--- config.mk ---
export PLATFORM = sky130hd
export DESIGN_NAME = boot_remap_decoder
export DESIGN_NICKNAME = d
export VERILOG_FILES = /design/src/rtl/boot_remap_pkg.sv /design/src/rtl/boot_remap_region.sv /design/src/rtl/boot_remap_ctrl.sv /design/src/rtl/boot_remap_resp.sv /design/src/rtl/boot_remap_decoder.sv
export SDC_FILE = /design/constraint.sdc
export NUM_CORES = 1
export LEC_CHECK = 0
export BUFFER_PORTS_ARGS = -buffer_cell sky130_fd_sc_hd__buf_2
export CORE_ASPECT_RATIO = 1.25
export CORE_MARGIN = 2
export CORE_UTILIZATION = 41
export CTS_CLUSTER_DIAMETER = 100
export DETAILED_ROUTE_END_ITERATION = 8
export PLACE_DENSITY = 0.87
export REMOVE_ABC_BUFFERS = 1
export SYNTH_ARGS = -nofsm -noshare
export SYNTH_HDL_FRONTEND = slang
export SYNTH_HIERARCHICAL = 1
export SYNTH_SLANG_ARGS = --single-unit
--- constraint.sdc ---
create_clock -name clk -period 0.89 [get_ports clk]
set_input_delay 0.178 -clock clk [delete_from_list [all_inputs] [get_ports clk]]
set_output_delay 0.178 -clock clk [all_outputs]
set_load 0.1 [all_outputs]
--- src/rtl/boot_remap_pkg.sv ---
package boot_remap_pkg;

    localparam int unsigned ADDR_W   = 32;
    localparam int unsigned DATA_W   = 32;
    localparam int unsigned N_TGT    = 5;

    // Region limits (inclusive upper bounds)
    localparam logic [ADDR_W-1:0] BOOT_LAST  = 32'h0003_FFFF;
    localparam logic [ADDR_W-1:0] SDRAM_LAST = 32'h0FFF_FFFF;
    localparam logic [ADDR_W-1:0] REGS_LAST  = 32'h10FF_FFFF;
    localparam logic [ADDR_W-1:0] CTRL_ADDR  = 32'h1000_000C;
    localparam int unsigned       REMAP_BIT  = 2;

    // Target codes; the index of each select bit matches its code
    typedef enum logic [2:0] {
        TGT_ROM    = 3'd0,
        TGT_SRAM   = 3'd1,
        TGT_SDRAM  = 3'd2,
        TGT_REGS   = 3'd3,
        TGT_SYSBUS = 3'd4,
        TGT_ABORT  = 3'd5
    } target_e;

    typedef enum logic {
        ST_IDLE = 1'b0,
        ST_RESP = 1'b1
    } resp_state_e;

endpackage

--- src/rtl/boot_remap_region.sv ---
// Combinational region decode of one address.
module boot_remap_region
    import boot_remap_pkg::*;
#(
    parameter int unsigned AW = ADDR_W,
    parameter int unsigned NT = N_TGT
) (
    input  logic [AW-1:0] addr,
    input  logic          mb_present_n,
    input  logic          remap,
    output target_e       target,
    output logic [NT-1:0] sel_vec,
    output logic          is_abort
);

    logic in_boot;
    logic in_sdram;
    logic in_regs;

    assign in_boot  = (addr <= BOOT_LAST);
    assign in_sdram = !in_boot && (addr <= SDRAM_LAST);
    assign in_regs  = (addr > SDRAM_LAST) && (addr <= REGS_LAST);

    always_comb begin
        if (in_boot) begin
            // The remap bit steers the window only with a board attached
            if (!mb_present_n && !remap) target = TGT_ROM;
            else                         target = TGT_SRAM;
        end else if (in_sdram) begin
            target = TGT_SDRAM;
        end else if (in_regs) begin
            target = TGT_REGS;
        end else if (!mb_present_n) begin
            target = TGT_SYSBUS;
        end else begin
            target = TGT_ABORT;
        end
    end

    for (genvar g = 0; g < NT; g++) begin : g_sel
        assign sel_vec[g] = (target == target_e'(g));
    end

    assign is_abort = (target == TGT_ABORT);

endmodule

--- src/rtl/boot_remap_ctrl.sv ---
// Control register holding the remap bit.
module boot_remap_ctrl
    import boot_remap_pkg::*;
#(
    parameter int unsigned DW = DATA_W,
    parameter int unsigned RB = REMAP_BIT
) (
    input  logic          clk,
    input  logic          rst_n,
    input  logic          wr_en,
    input  logic [DW-1:0] wdata,
    output logic          remap_q,
    output logic [DW-1:0] view
);

    always_ff @(posedge clk or negedge rst_n) begin
        if (!rst_n)     remap_q <= 1'b0;
        else if (wr_en) remap_q <= wdata[RB];
    end

    always_comb begin
        view     = '0;
        view[RB] = remap_q;
    end

endmodule

--- src/rtl/boot_remap_resp.sv ---
// Response sequencer: one registered response per sampled request.
module boot_remap_resp
    import boot_remap_pkg::*;
#(
    parameter int unsigned DW = DATA_W,
    parameter int unsigned NT = N_TGT
) (
    input  logic          clk,
    input  logic          rst_n,
    input  logic          req,
    input  logic [NT-1:0] sel_in,
    input  logic          abort_in,
    input  logic          rd_ctrl,
    input  logic [DW-1:0] ctrl_view,
    output resp_state_e   state,
    output logic [NT-1:0] tgt_sel,
    output logic          abort,
    output logic [DW-1:0] rdata
);

    resp_state_e state_nx;

    always_comb begin
        unique case (state)
            ST_IDLE: state_nx = req ? ST_RESP : ST_IDLE;
            ST_RESP: state_nx = req ? ST_RESP : ST_IDLE;
            default: state_nx = ST_IDLE;
        endcase
    end

    // State register
    always_ff @(posedge clk or negedge rst_n) begin
        if (!rst_n) state <= ST_IDLE;
        else        state <= state_nx;
    end

    // Output register, loaded for the state being entered
    always_ff @(posedge clk or negedge rst_n) begin
        if (!rst_n) begin
            tgt_sel <= '0;
            abort   <= 1'b0;
            rdata   <= '0;
        end else begin
            unique case (state_nx)
                ST_RESP: begin
                    tgt_sel <= sel_in;
                    abort   <= abort_in;
                    rdata   <= rd_ctrl ? ctrl_view : '0;
                end
                default: begin
                    tgt_sel <= '0;
                    abort   <= 1'b0;
                    rdata   <= '0;
                end
            endcase
        end
    end

endmodule

--- src/rtl/boot_remap_decoder.sv ---
module boot_remap_decoder
    import boot_remap_pkg::*;
(
    input  logic              clk,
    input  logic              rst_n,
    input  logic              req,
    input  logic [ADDR_W-1:0] addr,
    input  logic              we,
    input  logic [DATA_W-1:0] wdata,
    input  logic              mb_present_n,
    output logic [N_TGT-1:0]  tgt_sel,
    output logic              abort,
    output logic [DATA_W-1:0] rdata
);

    logic              remap_q;
    logic [DATA_W-1:0] ctrl_view;
    target_e           target;
    logic [N_TGT-1:0]  sel_vec;
    logic              is_abort;
    logic              hit_ctrl;
    resp_state_e       state;

    assign hit_ctrl = req && (addr == CTRL_ADDR);

    boot_remap_region #(.AW(ADDR_W), .NT(N_TGT)) u_region (
        .addr         (addr),
        .mb_present_n (mb_present_n),
        .remap        (remap_q),
        .target       (target),
        .sel_vec      (sel_vec),
        .is_abort     (is_abort)
    );

    boot_remap_ctrl #(.DW(DATA_W), .RB(REMAP_BIT)) u_ctrl (
        .clk     (clk),
        .rst_n   (rst_n),
        .wr_en   (hit_ctrl && we),
        .wdata   (wdata),
        .remap_q (remap_q),
        .view    (ctrl_view)
    );

    boot_remap_resp #(.DW(DATA_W), .NT(N_TGT)) u_resp (
        .clk       (clk),
        .rst_n     (rst_n),
        .req       (req),
        .sel_in    (sel_vec),
        .abort_in  (is_abort),
        .rd_ctrl   (hit_ctrl && !we),
        .ctrl_view (ctrl_view),
        .state     (state),
        .tgt_sel   (tgt_sel),
        .abort     (abort),
        .rdata     (rdata)
    );

endmodule

Word level (Yosys, flattened, before mapping)
Index checks and enable logic that the tools add are counted.
{ "op_classes": {"muxes": 10, "n_lt_le_gt_ge": 4, "n_eq_ne": 6, "n_reduce_logical": 11} }
{ "op_table": {"columns": ["op", "count"], "rows": [
  ["32-bit by 29-bit == test with 1-bit output, second input constant", 1],
  ["32-bit by 28-bit > comparator with 1-bit output, second input constant", 1],
  ["32-bit by 18-bit <= comparator with 1-bit output, second input constant", 1],
  ["32-bit by 28-bit <= comparator with 1-bit output, second input constant", 1],
  ["32-bit by 29-bit <= comparator with 1-bit output, second input constant", 1],
  ["32-bit 2-to-1 mux", 1],
  ["3-bit 2-to-1 mux", 4],
  ["3-bit by 2-bit == test with 1-bit output, second input constant", 2],
  ["3-bit == test, second input constant", 2],
  ["1-bit logical AND", 6],
  ["5-bit 2-to-1 mux", 1],
  ["1-bit zero test", 4],
  ["1-bit 2-to-1 mux", 4],
  ["3-bit by 1-bit == test with 1-bit output, second input constant", 1],
  ["3-bit zero test", 1]
]} }
{ "word_totals": {"output_inout_bits": 38, "regBits": 39, "elab_cells": 35, "inputBits": 69} }

Logic depth before layout (Yosys ltp)
{ "logic_depth": {"ltp_word": 7, "depth_mapped": 5, "ltp_nobuf": 4} }

Cells and area by module
The synthesis kept the hierarchy.
{ "modules_own_cells": {"columns": ["module", "area_each_um2", "n_inst", "cells_each", "seq_area_each_um2"], "rows": [
  ["boot_remap_resp", 1285.0, 1, 84, 975.9],
  ["boot_remap_ctrl", 284.0, 1, 35, 25.0],
  ["boot_remap_region", 147.6, 1, 21, 0.0],
  ["boot_remap_decoder", 110.1, 1, 15, 0.0]
]} }

Worst setup path before layout
OpenSTA, ideal clock, no wires.
{ "synth_path": {"kind": "input-to-reg", "from": "input port addr[13]", "to": "register u_resp.rdata[2]", "path_buffers": 1, "setup_time_ns": 0.065, "arrival_ns": 1.350, "slack_ns": -0.525, "cell_stages": 5, "required_ns": 0.825, "cell_sequence": "nor4b_2 > nand4_1 > nor4_1 > buf_2 > and3_2"} }
{ "synth_via": {"elab_chain_cells": 5} }
{ "synth_rtl": {"columns": ["element", "line_no", "text"], "rows": [
  ["start: declaration", "boot_remap_decoder.sv:7", "input logic [ADDR_W-1:0] addr,"],
  ["32-bit by 29-bit == test with 1-bit output", "boot_remap_decoder.sv:24", "assign hit_ctrl = req && (addr == CTRL_ADDR);"],
  ["1-bit logical AND", "boot_remap_decoder.sv:24", null],
  ["1-bit logical AND", "boot_remap_decoder.sv:50", ".rd_ctrl (hit_ctrl && !we),"],
  ["3-bit 2-to-1 mux", "boot_remap_resp.sv:48", "rdata <= rd_ctrl ? ctrl_view : '0;"],
  ["32-bit 2-to-1 mux", "boot_remap_resp.sv:44", "unique case (state_nx)"],
  ["end signal: assignment", "boot_remap_resp.sv:48", null],
  ["end: declaration", "boot_remap_resp.sv:18", "output logic [DW-1:0] rdata"]
]} }
No other way between the ends.
A chain may end at the register's enable or synchronous reset.

Final worst setup path
{ "layout_path": {"from": "input port addr[20]", "to": "register u_ctrl.remap_q"} }
{ "layout_via": {"elab_chain_cells": 3} }
{ "layout_rtl": {"columns": ["element", "line_no", "text"], "rows": [
  ["32-bit by 29-bit == test with 1-bit output", "boot_remap_decoder.sv:24", null],
  ["1-bit logical AND", "boot_remap_decoder.sv:24", null],
  ["1-bit logical AND", "boot_remap_decoder.sv:38", ".wr_en (hit_ctrl && we),"],
  ["end signal: assignment", "boot_remap_ctrl.sv:18", "else if (wr_en) remap_q <= wdata[RB];"],
  ["end: declaration", "boot_remap_ctrl.sv:12", "output logic remap_q,"]
]} }
No other way between the ends.

==> flow_summary.json <==
{
  "status": "finished, violations left",
  "violations": "setup timing",
  "pin_count": 107,
  "drtIter0Drc": 30,
  "drt-met1-wl_mm": 1.36,
  "rrSetupSlack_ps": -40,
  "drcViolationCount": 0,
  "p_switching_mw": 0.751,
  "crit_fanout": 2,
  "grt_pass1_wl_mm": 6.44,
  "clk-insertion-delay-late_ps": 280,
  "ctsLongestPathBuffers": 2,
  "diodes": 0,
  "fin_ws_ps": -394,
  "clk_pin_slew_ps": 70,
  "crit_type": "input port to flip-flop",
  "setup.worst_path.end_class": "flip-flop",
  "gp_congestion": 0.771,
  "slew_violations": 0,
  "start_util_pct": 42.9,
  "maxCapViolations": 0,
  "p_int_mw": 2.51,
  "vdd_drop_max_uv": 653,
  "avgRoutedWirePerCell_um": 13.0,
  "dr.pass1.iters": 4,
  "grt_overflow": 0,
  "final_area_mm2": 0.00301,
  "portBuffers": 75,
  "antenna_found_initial": 0,
  "start_kind": "input port",
  "syn2layout_area_growth_pct": 69.5,
  "placed_cell_area_mm2": 0.00273,
  "syn_inst": 149,
  "layout.nets": 308,
  "combPwrFrac_pct": 12.4,
  "numCtsBuffers": 5,
  "period_minus_slack_ps": 1280,
  "dieArea_mm2": 0.00487,
  "grtUsageTotal_pct": 17.5,
  "core_area_mm2": 0.00413,
  "dieWidth_um": 62.8,
  "seq_power_share_pct": 54.6,
  "setup-violations-final": 46,
  "fmax_ghz": 0.779,
  "worstPathRequired_ps": 1060,
  "syn_area_per_cell_um2": 11.9,
  "cts_tree": "built",
  "routed_wl_mm": 3.86,
  "htreeDepth": 2,
  "rsz0062_at_grt": "yes",
  "post-route-util_pct": 72.7,
  "fin_skew_ps": 0.477,
  "clkPwrFrac_pct": 33.0,
  "via_per_inst": 4.40,
  "min_path_type": "input port to flip-flop",
  "syn_area_mm2": 0.00177,
  "post-route-period-util_pct": 144,
  "grt_max_degree": 40,
  "top_layer_used": "met4",
  "p_leak_nw": 1.55,
  "ant_nets": 0,
  "grt_pass1_vias": 1380,
  "powerDensity_mw_per_mm2": 1090,
  "yosysWarningCount": 6,
  "clock-sinks": 39,
  "n_fill_cell": 261,
  "die_h_um": 77.5,
  "finalHoldViolCount": 0,
  "hpwl_mm": 2.80,
  "rows": 26,
  "drive_gt1_share_pct": 51.7,
  "wl_met2_mm": 2.19,
  "p_sw_share_pct": 23.0,
  "cts_root_buf": "clkbuf_8",
  "vias": 1301,
  "crit_arrival_ps": 1450,
  "dr_wl_met3_um": 208
}
[path summary, 6_finish.rpt]
path,cells past startpoint,start,endpoint
worst max-delay path,5,addr[20],u_ctrl/remap_q$_DFFE_PN0P_
worst min-delay path,2,wdata[2],u_ctrl/remap_q$_DFFE_PN0P_
worst max register to register,3,u_ctrl/remap_q$_DFFE_PN0P_,u_resp/tgt_sel[0]$_DFF_PN0_
worst min register to register,1,u_ctrl/remap_q$_DFFE_PN0P_,u_ctrl/remap_q$_DFFE_PN0P_
max in group asynchronous,3,rst_n,u_resp/rdata[18]$_DFF_PN0_
min in group asynchronous,3,rst_n,u_resp/rdata[19]$_DFF_PN0_
[cell usage in the layout, fill, tap and decap left out, drive strengths merged, types with 2 or more instances in the layout]
cell type and instances:
nand4 2, conb 31, and3 33, and2 7
dfrtp 39, clkbuf 7, nor4 9, buf 91
nor4b 3, nor2 6, inv 2
[worst max-delay path, cell delays in order]
cell and delay [ps]:
buf_8 100, nor4b_4 280, nand4_1 210, nor4_2 350, mux2_4 330
[flip-flops by register name, summed over array words and instances, names as in the netlist]
register / cells
u_ctrl/remap_q: 1
u_resp/rdata: 32
u_resp/tgt_sel: 5
u_resp/abort: 1
[routing by layer]
layer / vias up / global-route usage (%)
met5: - / 0
met4: 0 / 9.78
met3: 11 / 3.77
met2: 72 / 32.4
met1: 598 / 18.1
li1: 620 / -
[power groups by stage]
stage / combinational (mW) / sequential, mW / clock, mW
final: 0.406 / 1.78 / 1.08
after global routing: 0.447 / 1.78 / 1.18
after CTS: 0.374 / 1.78 / 1.12
after detailed placement: 0.321 / 1.82 / 0
after global placement: 0.311 / 1.82 / 0
after floorplan: 0.0444 / 1.86 / 0
[stage by stage]
stage	worst slack [ps]	std cells	power [mW]	hold WS (ps)	TNS, ps
after floorplan	-1630	140	1.90	-118	-9020
after global placement	-615	286	2.13	153	-3270
after detailed placement	-715	286	2.14	165	-3590
after CTS	-353	296	3.27	122	-6810
after global routing	-433	296	3.41	125	-8030
final	-394	296	3.27	131	-6540
[cell type report]
type	instances	area [um^2]	share of cell area [%]
Inverter	2	7.51	0.250
Sequential cell	39	976	32.5
Clock buffer	7	76.3	2.54
Timing Repair Buffer	92	1160	38.5
Clock inverter	1	5.00	0.167
Tap cell	56	70.1	2.33
Multi-Input combinational cell	99	714	23.8
[repair_timing]
action | CTS | global route
gates resized for setup | 21 | 9
buffers inserted | 1 | 0
pin swaps | 12 | 5
hold endpoints to repair | 39 | 0
setup endpoints to repair | 45 | 46
hold buffers | 1 | 0
Power figures use the tool's default switching activity.
